File: config.mk
export PLATFORM = sky130hd
export DESIGN_NAME = sram_async_ctrl
export DESIGN_NICKNAME = d
export VERILOG_FILES = /design/src/rtl/sram_ctrl_pkg.sv /design/src/rtl/sram_phase_timer.sv /design/src/rtl/sram_seq_fsm.sv /design/src/rtl/sram_pin_stage.sv /design/src/rtl/sram_async_ctrl.sv
export SDC_FILE = /design/constraint.sdc
export NUM_CORES = 1
export LEC_CHECK = 0
export ABC_AREA = 1
export CAP_MARGIN = 20
export CORE_UTILIZATION = 47
export CTS_CLUSTER_SIZE = 40
export DETAILED_ROUTE_END_ITERATION = 8
export GPL_TIMING_DRIVEN = 0
export MAX_ROUTING_LAYER = met4
export PLACE_DENSITY = 0.84
export REMOVE_ABC_BUFFERS = 1
export SETUP_SLACK_MARGIN = 0.15
export SYNTH_ARGS = -nofsm -noshare
export SYNTH_HDL_FRONTEND = slang
export SYNTH_SLANG_ARGS = --single-unit
File: constraint.sdc
create_clock -name clk -period 4.85 [get_ports clk]
set_clock_uncertainty 0.2 [all_clocks]
set_input_delay 1.2125 -clock clk [delete_from_list [all_inputs] [get_ports clk]]
set_output_delay 1.2125 -clock clk [all_outputs]
set_load 0.05 [all_outputs]
File: src/rtl/sram_ctrl_pkg.sv
package sram_ctrl_pkg;

  typedef enum logic [2:0] {
    SQ_IDLE,
    SQ_RD_OPEN,
    SQ_RD_QUIET,
    SQ_WR_ARM,
    SQ_WR_STROBE,
    SQ_WR_HOLD,
    SQ_PARK
  } seq_state_e;

  typedef struct packed {
    logic cs_n;
    logic we_n;
    logic oe_n;
    logic drive;
  } pin_ctl_t;

  function automatic int imax(input int a, input int b);
    return (a > b) ? a : b;
  endfunction

  // Minimum time in ns to whole clock cycles, rounded up, never below one.
  function automatic int ns_to_cyc(input int t_ns, input int clk_ns);
    return imax(1, (t_ns + clk_ns - 1) / clk_ns);
  endfunction

  function automatic pin_ctl_t pins_of(input seq_state_e s);
    pin_ctl_t p;
    p = '{cs_n: 1'b1, we_n: 1'b1, oe_n: 1'b1, drive: 1'b0};
    case (s)
      SQ_RD_OPEN:   begin p.cs_n = 1'b0; p.oe_n = 1'b0; end
      SQ_WR_ARM:    begin p.cs_n = 1'b0; p.drive = 1'b1; end
      SQ_WR_STROBE: begin p.cs_n = 1'b0; p.we_n = 1'b0; p.drive = 1'b1; end
      SQ_WR_HOLD:   begin p.cs_n = 1'b0; p.drive = 1'b1; end
      default:      p = '{cs_n: 1'b1, we_n: 1'b1, oe_n: 1'b1, drive: 1'b0};
    endcase
    return p;
  endfunction

endpackage

File: src/rtl/sram_phase_timer.sv
module sram_phase_timer #(
  parameter int CNT_W = 4
) (
  input  logic             clk,
  input  logic             rst_n,
  input  logic             load,
  input  logic [CNT_W-1:0] load_val,
  output logic             done
);
  logic [CNT_W-1:0] cnt_q;

  always_ff @(posedge clk or negedge rst_n) begin
    if (!rst_n)              cnt_q <= '0;
    else if (load)           cnt_q <= load_val;
    else if (cnt_q != '0)    cnt_q <= cnt_q - 1'b1;
  end

  assign done = (cnt_q == '0);
endmodule

File: src/rtl/sram_seq_fsm.sv
module sram_seq_fsm
  import sram_ctrl_pkg::*;
#(
  parameter int CNT_W   = 4,
  parameter int RD_CYC  = 7,
  parameter int TA_CYC  = 3,
  parameter int SU_CYC  = 1,
  parameter int WP_CYC  = 6,
  parameter int REC_CYC = 1,
  parameter int RT_CYC  = 7
) (
  input  logic             clk,
  input  logic             rst_n,
  input  logic             retain_req,
  input  logic             req_valid,
  input  logic             req_write,
  input  logic             done,
  output seq_state_e       nxt,
  output logic             load,
  output logic [CNT_W-1:0] load_val,
  output logic             accept,
  output logic             ready,
  output logic             rsp_fire
);
  seq_state_e st_q;

  always_ff @(posedge clk or negedge rst_n) begin
    if (!rst_n) st_q <= SQ_IDLE;
    else        st_q <= nxt;
  end

  assign ready    = (st_q == SQ_IDLE) && !retain_req;
  assign accept   = ready && req_valid;
  assign rsp_fire = (st_q == SQ_RD_OPEN) && done;

  always_comb begin
    nxt = st_q;
    case (st_q)
      SQ_IDLE:      if (retain_req) nxt = SQ_PARK;
                    else if (req_valid) nxt = req_write ? SQ_WR_ARM : SQ_RD_OPEN;
      SQ_RD_OPEN:   if (done) nxt = SQ_RD_QUIET;
      SQ_RD_QUIET:  if (done) nxt = SQ_IDLE;
      SQ_WR_ARM:    if (done) nxt = SQ_WR_STROBE;
      SQ_WR_STROBE: if (done) nxt = SQ_WR_HOLD;
      SQ_WR_HOLD:   if (done) nxt = SQ_IDLE;
      SQ_PARK:      if (!retain_req && done) nxt = SQ_IDLE;
      default:      nxt = SQ_IDLE;
    endcase
  end

  assign load = (nxt != st_q) || ((st_q == SQ_PARK) && retain_req);

  always_comb begin
    case (nxt)
      SQ_RD_OPEN:   load_val = CNT_W'(RD_CYC - 1);
      SQ_RD_QUIET:  load_val = CNT_W'(TA_CYC - 1);
      SQ_WR_ARM:    load_val = CNT_W'(SU_CYC - 1);
      SQ_WR_STROBE: load_val = CNT_W'(WP_CYC - 1);
      SQ_WR_HOLD:   load_val = CNT_W'(REC_CYC - 1);
      SQ_PARK:      load_val = CNT_W'(RT_CYC - 1);
      default:      load_val = '0;
    endcase
  end
endmodule

File: src/rtl/sram_pin_stage.sv
module sram_pin_stage
  import sram_ctrl_pkg::*;
#(
  parameter int ADDR_W = 15,
  parameter int DATA_W = 8
) (
  input  logic              clk,
  input  logic              rst_n,
  input  seq_state_e        nxt,
  input  logic              accept,
  input  logic [ADDR_W-1:0] req_addr,
  input  logic [DATA_W-1:0] req_wdata,
  input  logic              rsp_fire,
  input  logic [DATA_W-1:0] sram_dq_in,
  output logic              sram_cs_n,
  output logic              sram_we_n,
  output logic              sram_oe_n,
  output logic              sram_dq_oe,
  output logic [ADDR_W-1:0] sram_addr,
  output logic [DATA_W-1:0] sram_dq_out,
  output logic              rsp_valid,
  output logic [DATA_W-1:0] rsp_rdata
);
  pin_ctl_t ctl_d;
  assign ctl_d = pins_of(nxt);

  always_ff @(posedge clk or negedge rst_n) begin
    if (!rst_n) begin
      sram_cs_n  <= 1'b1;
      sram_we_n  <= 1'b1;
      sram_oe_n  <= 1'b1;
      sram_dq_oe <= 1'b0;
    end else begin
      sram_cs_n  <= ctl_d.cs_n;
      sram_we_n  <= ctl_d.we_n;
      sram_oe_n  <= ctl_d.oe_n;
      sram_dq_oe <= ctl_d.drive;
    end
  end

  always_ff @(posedge clk or negedge rst_n) begin
    if (!rst_n) begin
      sram_addr   <= '0;
      sram_dq_out <= '0;
    end else if (accept) begin
      sram_addr   <= req_addr;
      sram_dq_out <= req_wdata;
    end
  end

  always_ff @(posedge clk or negedge rst_n) begin
    if (!rst_n) begin
      rsp_valid <= 1'b0;
      rsp_rdata <= '0;
    end else begin
      rsp_valid <= rsp_fire;
      if (rsp_fire) rsp_rdata <= sram_dq_in;
    end
  end
endmodule

File: src/rtl/sram_async_ctrl.sv
module sram_async_ctrl
  import sram_ctrl_pkg::*;
#(
  parameter int ADDR_W = 15,
  parameter int DATA_W = 8,
  parameter int CLK_NS = 8,
  parameter int T_ACC  = 55,
  parameter int T_HIZ  = 20,
  parameter int T_ASU  = 0,
  parameter int T_WPW  = 40,
  parameter int T_SEL  = 50,
  parameter int T_AVE  = 50,
  parameter int T_DSU  = 25,
  parameter int T_WREC = 0,
  parameter int T_WCYC = 55,
  parameter int T_RCYC = 55
) (
  input  logic              clk,
  input  logic              rst_n,
  input  logic              retain_req,
  input  logic              req_valid,
  output logic              req_ready,
  input  logic              req_write,
  input  logic [ADDR_W-1:0] req_addr,
  input  logic [DATA_W-1:0] req_wdata,
  output logic              rsp_valid,
  output logic [DATA_W-1:0] rsp_rdata,
  output logic              sram_cs_n,
  output logic              sram_we_n,
  output logic              sram_oe_n,
  output logic [ADDR_W-1:0] sram_addr,
  output logic [DATA_W-1:0] sram_dq_out,
  output logic              sram_dq_oe,
  input  logic [DATA_W-1:0] sram_dq_in
);
  localparam int RD_CYC  = ns_to_cyc(T_ACC, CLK_NS);
  localparam int TA_CYC  = ns_to_cyc(T_HIZ, CLK_NS);
  localparam int SU_CYC  = ns_to_cyc(T_ASU, CLK_NS);
  localparam int WP_CYC  = imax(imax(ns_to_cyc(T_WPW, CLK_NS), ns_to_cyc(T_DSU, CLK_NS)),
                                imax(ns_to_cyc(T_SEL, CLK_NS), ns_to_cyc(T_AVE, CLK_NS)) - SU_CYC);
  localparam int REC_CYC = imax(ns_to_cyc(T_WREC, CLK_NS),
                                ns_to_cyc(T_WCYC, CLK_NS) - SU_CYC - WP_CYC);
  localparam int RT_CYC  = ns_to_cyc(T_RCYC, CLK_NS);
  localparam int MAX_CYC = imax(imax(imax(RD_CYC, TA_CYC), imax(SU_CYC, WP_CYC)),
                                imax(REC_CYC, RT_CYC));
  localparam int CNT_W   = $clog2(MAX_CYC + 1);

  seq_state_e       nxt;
  logic             load, done, accept, rsp_fire;
  logic [CNT_W-1:0] load_val;

  sram_phase_timer #(.CNT_W(CNT_W)) u_timer (
    .clk(clk), .rst_n(rst_n), .load(load), .load_val(load_val), .done(done)
  );

  sram_seq_fsm #(
    .CNT_W(CNT_W), .RD_CYC(RD_CYC), .TA_CYC(TA_CYC), .SU_CYC(SU_CYC),
    .WP_CYC(WP_CYC), .REC_CYC(REC_CYC), .RT_CYC(RT_CYC)
  ) u_fsm (
    .clk(clk), .rst_n(rst_n), .retain_req(retain_req), .req_valid(req_valid),
    .req_write(req_write), .done(done), .nxt(nxt), .load(load),
    .load_val(load_val), .accept(accept), .ready(req_ready), .rsp_fire(rsp_fire)
  );

  sram_pin_stage #(.ADDR_W(ADDR_W), .DATA_W(DATA_W)) u_pins (
    .clk(clk), .rst_n(rst_n), .nxt(nxt), .accept(accept),
    .req_addr(req_addr), .req_wdata(req_wdata), .rsp_fire(rsp_fire),
    .sram_dq_in(sram_dq_in), .sram_cs_n(sram_cs_n), .sram_we_n(sram_we_n),
    .sram_oe_n(sram_oe_n), .sram_dq_oe(sram_dq_oe), .sram_addr(sram_addr),
    .sram_dq_out(sram_dq_out), .rsp_valid(rsp_valid), .rsp_rdata(rsp_rdata)
  );
endmodule

; Word-level counts from Yosys, hierarchy flattened
; Cells that the tools add are included.
[totals]
regBits = 42
inputBits = 36
word_cells = 55
[op_classes]
addsub = 1
eq_ne = 13
n_mux = 16
reduce_logical = 15
[op_table]
columns = operator, count
row1 = $mux 3, 9
row2 = $eq 3x3->1 const B, 6
row3 = $pmux 3 s6, 1
row4 = $eq 3x2->1 const B, 4
row5 = $pmux 3 s3, 1
row6 = $eq 3x1->1 const B, 2
row7 = $logic_not 3->1, 2
row8 = $logic_and 1x1->1, 5
row9 = $mux 1, 4
row10 = $reduce_or 2->1, 2
row11 = $reduce_or 4->1, 1
row12 = $ne 3x3->1, 1
row13 = $reduce_bool 3->1, 1
row14 = $reduce_or 3->1, 1
row15 = $sub 3x1->3 const B, 1
row16 = $mux 2, 1
row17 = $reduce_bool 2->1, 1
row18 = $logic_not 1->1, 1
row19 = $logic_or 1x1->1, 1

; Depth between registers and ports, before layout
; Gate-level depths: netlist of run 1.
[logic_depth]
ltp_word = 8
ltp_mapped = 14

; Cells and area by module
; Synthesis of run 1 repeated with hierarchy kept, for this count alone.
[hier_totals]
cells_unflattened = 236
hier_area_um2 = 2049.5
[modules_own_cells]
columns = mod, instances, cells_per_inst, area_each_um2
row1 = sram_pin_stage, 1, 142, 1497.7
row2 = sram_seq_fsm, 1, 62, 344.1
row3 = sram_phase_timer, 1, 32, 207.7

; Least setup slack after synthesis of run 1
; No wires, ideal clock.
[synth_path]
kind = input port to output port
start = input retain_req
end = output req_ready
arrival_ns = 2.661
slack_ns = 0.776
path_stages = 1
cell_sequence = nor4_1
[synth_between]
elab_chain_len = 2
[synth_rtl]
columns = item, line_no
row1 = from (decl), sram_async_ctrl.sv:20  ; input logic retain_req,
row2 = $logic_not 1->1, sram_seq_fsm.sv:32  ; assign ready = (st_q == SQ_IDLE) && !retain_req;
row3 = $logic_and 1x1->1, sram_seq_fsm.sv:32
row4 = to (decl), sram_async_ctrl.sv:22  ; output logic req_ready,
; Every way passes these cells.

; Final worst setup path of run 1
; Ends and elaborated chain as after synthesis.

==> results.txt, run 1 <==
Status -> finished, final reports clean
Vias in the first global route -> 1487
Die Area -> 4460 sq um
Count of different cell masters after synthesis -> 27
Top cells by area, synth -> dfrtp_1, mux2_2, nand2_1
CP Capture Type -> output port
Synthesized area -> 1970 sq um
Req. time, crit path -> 3440 ps
Max incr delay on CP -> 850 ps
Largest net degree at the start of global routing -> 41
Grt ovf -> 0
Clock Tree Root -> clkbuf_8
Cell mode on critical path -> clkdlybuf4s50_1
Htree depth -> 2
Setup TNS -> 0 ps
CP bufs+invs -> 2
N_diodes -> 0
Synth warn -> 0
Critical path data arrival time -> 2730 ps
Cells after Synth -> 187
Fin crit period -> 4140 ps
Core area -> 4000 sq um
Cell taking the most area after synthesis -> dfrtp_1
Detailed Place HPWL -> 2.96 mm
Hold Fails Final Rpt -> 0
FF+latch count, synth -> 42
DRC -> 0
Area Growth Syn to Fin -> 43.3%
Post-synthesis async set-or-reset flop share -> 100%
Post-DP Area -> 2720 sq um
Routed vias/inst -> 4.82
Post-route insts no fill -> 312
Crit Path Class -> in -> out
Fin util -> 70.6%
Fin area -> 2820 sq um
Post-CTS setup buffers -> 0
Worst skew pair latency -> 280 ps
DRT Pass-1 Iters -> 4
Post-Route WL -> 3.99 mm
Hold buffer count at cts -> 0
Max clock buf depth -> 2
Primary FF master, synth -> dfrtp_1
Final ANT Viol Nets -> 0
Nets -> 299
Post-Syn Area per Cell -> 10.5 sq um
Clock transition at path regs -> 70 ps
Crit path cell chain -> clkdlybuf4s50_1 > nor4_1 > clkdlybuf4s50_1
Initial drt markers -> 43
Wire per inst -> 12.8 microns
Total number of vias -> 1503
Row cnt -> 23
Initial antenna violation count -> 0
Final slew viol count -> 0
Resize count post-CTS -> 0
Starting Density -> 49.3%
MaxCap Viol Count -> 0
Count leader, synth -> nand2_1
CTS tree -> yes
Count of final setup violators -> 0
Die extent in x -> 66.8 microns
CTS Buf Count -> 5
EDFF count, synth -> 0
Die height -> 66.8 microns
Fmax -> 242 MHz
Share of cells above drive strength 1 -> 21.8%
Top delay family on crit path -> buffers and inverters
Commonest cells post-synth -> nand2_1, dfrtp_1, mux2_2
Worst min-delay path class -> reg -> reg
Startpoint types -> input port
Placed insts -> 304
CP max FO -> 4
I/O pin cnt -> 73
Slowest CP cell -> clkdlybuf4s50_1
PortBufs -> 72
First-pass GRT wire length -> 6.48 mm
CTS Sinks -> 42
Relative slew slack -> 42.8%
RD Place Congestion -> 0.885
Unrepaired setup endpoints after global routing -> false
Total GRT Usage -> 20.4%
Synth top area share -> 49.5%
Worst Tran Pin Value -> 857 ps
Crit share post-route -> 85.4%
Seq/Total Area, Yosys -> 53.5%
## metrics by stage
| step | hold WS [ps] | setup slack (ps) |
|---|---|---|
| after global routing | 299 | 699 |
| after detailed placement | 269 | 734 |
| after CTS | 289 | 722 |
| after global placement | 263 | 751 |
| final | 282 | 710 |
| after floorplan | 242 | 776 |
## path summary, 6_finish.rpt
check / slack [ps] / endpoint / start / cells past startpoint
setup / recovery: 710 / req_ready / retain_req / 3
hold / removal: 280 / u_pins.rsp_rdata[3] / u_pins.rsp_rdata[3] / 2
setup reg to reg: 2260 / u_timer.cnt_q[2] / u_fsm.st_q[1] / 9
hold reg to reg: 280 / u_pins.rsp_rdata[3] / u_pins.rsp_rdata[3] / 2
max in group asynchronous: 3470 / u_pins.sram_we_n / rst_n / 2
min in group asynchronous: 520 / u_pins.rsp_rdata[3] / rst_n / 1
## cell families after synthesis
| group | after synthesis | synth area share (%) |
|---|---|---|
| flops | 42 | 53.5 |
| fa+ha+maj | 2 | 1.27 |
| xor+xnor | 2 | 0.889 |
| compound gates | 6 | 2.73 |
| mux | 23 | 13.1 |
| simple gates | 88 | 22.4 |
| buf+inv | 24 | 6.03 |
## state kept, by name, summed over array words and instances, names as in the netlist
register,flops
u_pins.sram_we_n,1
u_pins.sram_addr,15
u_pins.rsp_rdata,8
u_timer.cnt_q,3
u_pins.sram_cs_n,1
u_pins.sram_oe_n,1
u_fsm.st_q,3
u_pins.sram_dq_oe,1
u_pins.sram_dq_out,8
u_pins.rsp_valid,1
## worst register-to-register path, stage by stage (launching register included)
cell and delay, ps:
dfrtp_1 570, nor2_4 190, nand4_2 660, nand3_4 390
nand2_1 90, nand2_2 110, nand3_4 90, nand2_1 90
nand2_1 60, nor2_2 70
## cell usage in the layout (no fill, tap or decap), types with 2 or more instances in the layout
master / n
dfrtp_1: 39
nand4_1: 3
ha_1: 2
clkbuf_1: 2
o21ai_0: 2
clkdlybuf4s50_1: 71
nor2_2: 4
inv_1: 14
nand2_2: 8
nand3_4: 3
mux2_2: 23
inv_2: 3
nor2_1: 5
dfstp_2: 3
clkbuf_8: 5
xor2_1: 2
nand3_1: 8
nand2_1: 52
a21oi_4: 2
## final cells by class
cell class                      instances  area, sq um
Timing Repair Buffer                   73          736
Sequential cell                        42         1050
Clock buffer                            7         76.3
Tap cell                               50         62.6
Clock inverter                          1         30.0
Inverter                               18         67.6
Multi-Input combinational cell        121          797
Fill cell                             288         1180
## per-layer routing
metal	vias to the layer above	wire, microns	GRT usage, %
met2	46	1980	30.7
li1	745	-	-
met1	705	1690	25.4
met5	-	0	-
met4	0	56	7.45
met3	7	274	7.02
Power of run 1 is not shown: default switching activity piles up to over one toggle a cycle in this logic, so the estimate is an artifact.
==> inputs of run 2 (changes only) <==
==> constraint.sdc (replaced) <==
create_clock -name clk -period 4.85 [get_ports clk]
set_clock_uncertainty 0.2 [all_clocks]
set_input_delay 0.97 -clock clk [delete_from_list [all_inputs] [get_ports clk]]
set_output_delay 0.97 -clock clk [all_outputs]
set_load 0.05 [all_outputs]
==> results of run 2 <==
Same layout as run 1 (identical final DEF). Status: finished, final reports clean.
Main changes from that run: setup slack after placement 734 ps -> 1220 ps; setup slack after layout 710 ps -> 1190 ps; hold slack 282 ps -> 275 ps
Power of run 2 is left out for the same reason.
==> inputs of run 3 (changes only) <==
- CORE_UTILIZATION: 47 -> 44
- PLACE_DENSITY: 0.84 -> 0.8
- clock period: 4.85 -> 3.7 ns (I/O delays scaled with it)
==> run 3 against run 2 <==
  * Critical path type unchanged
  * Hold slack got worse by 180 ps
  * Register-to-register slack got worse by 1100 ps
  * Count of clock-buffer cells in the layout unchanged
  * Core utilization decreased by 2.8 points
  * Cell count unchanged
  * Global-route usage decreased by 1.9 points
  * Sequential cell count unchanged
  * Highest routed layer unchanged
  * First-iteration DRC count increased by 140%
==> results.txt, run 3 (synthesis gave the netlist of run 1 again) <==
Status -> finished, final reports clean
N_diodes -> 0
Die extent in x -> 68.9 microns
Post-CTS setup buffers -> 0
Worst skew pair latency -> 290 ps
Top flop regs -> u_pins.sram_addr x15, u_pins.rsp_rdata x8, u_pins.sram_dq_out x8
Relative slew slack -> 45.7%
Crit share post-route -> 85.4%
Max clock buf depth -> 2
Slowest CP cell -> clkdlybuf4s50_1
Worst r2r path cells -> 8
Post-Route WL -> 4.05 mm
CTS tree -> yes
Register with the most flip-flops -> u_pins.sram_addr
Initial drt markers -> 105
DRT Pass-1 Iters -> 4
Final slew viol count -> 0
Nets -> 299
Max incr delay on CP -> 840 ps
Hold buffer count at cts -> 0
Setup TNS -> 0 ps
Detailed Place HPWL -> 3.03 mm
Worst min-delay path class -> in -> async
Die height -> 68.9 microns
CTS Buf Count -> 5
Initial antenna violation count -> 0
Crit path cell chain -> clkdlybuf4s50_1 > nor4_1 > clkdlybuf4s50_1
Die Area -> 4750 sq um
Startpoint types -> input port
Area Growth Syn to Fin -> 42.5%
Critical path data arrival time -> 2220 ps
Worst r2r src -> u_fsm.st_q[1]
Crit path from -> retain_req
I/O pin cnt -> 73
Max reg flops -> 15
Count of final setup violators -> 0
Starting Density -> 47.6%
Commonest non-fill, non-tap cell in the layout -> clkdlybuf4s50_1
Wire per inst -> 13.0 microns
Htree depth -> 2
Clock transition at path regs -> 80 ps
Commonest non-fill, non-tap cells in the layout -> clkdlybuf4s50_1, nand2_1, dfrtp_1
Crit Path Class -> in -> out
Largest net degree at the start of global routing -> 34
RD Place Congestion -> 0.884
Fmax -> 317 MHz
Met2 GRT Util -> 30.8%
Req. time, crit path -> 2760 ps
Worst Tran Pin Value -> 812 ps
Total GRT Usage -> 18.5%
Vias in the first global route -> 1319
CP bufs+invs -> 2
Final ANT Viol Nets -> 0
Unrepaired setup endpoints after global routing -> false
CP Capture Type -> output port
Core area -> 4140 sq um
FF-to-FF setup slack -> 1130 ps
Clock Tree Root -> clkbuf_8
Critical R2R Capture -> u_timer.cnt_q[2]
PortBufs -> 72
Top delay family on crit path -> buffers and inverters
Most Used Layer, Global Route -> met2
Resize count post-CTS -> 0
Hold Fails Final Rpt -> 0
Grt met1 use -> 21.0%
Cell mode on critical path -> clkdlybuf4s50_1
First-pass GRT wire length -> 6.07 mm
MaxCap Viol Count -> 0
Total number of vias -> 1464
CP max FO -> 4
M3 GR Usage -> 6.09%
Share of cells above drive strength 1 -> 22.1%
DRC -> 0
CTS Sinks -> 42
Routed vias/inst -> 4.69
Fin crit period -> 3160 ps
Grt ovf -> 0
Row cnt -> 23
run 3: through the flow:
step                instance area, sq um  util, %  worst slack, ps  cells  hold WS [ps]
floorplan                           1920        -              571    181           242
detailed placement                  2720     65.6              457    304           264
CTS                                 2810     67.8              539    312           100
finish                              2810     67.8              542    312          92.7
global route                        2810     67.8              500    312           107
global placement                    2700     65.2              454    303           261
run 3: worst max-delay path by stage:
stage	cells after the start	slack, ps	end
after CTS	3	540	req_ready
after detailed placement	9	460	u_timer.cnt_q[2]
after global placement	9	450	u_timer.cnt_q[2]
final	3	540	req_ready
after global routing	3	500	req_ready
after floorplan	1	570	req_ready
run 3: layout make-up:
cell class	instances	area [sq um]
timing repair buffer	73	736
sequential	42	1050
clock buffer	7	86.3
clock inverter	1	5.00
tap	50	62.6
fill	348	1340
inverter	18	67.6
multi-input combinational	121	797
run 3: layer usage:
layer,vias to the layer above,wire length (microns)
met2,42,2130
li1,742,-
met5,-,0
met1,675,1630
met4,0,53
met3,5,240
Power of run 3 is left out for the same reason.
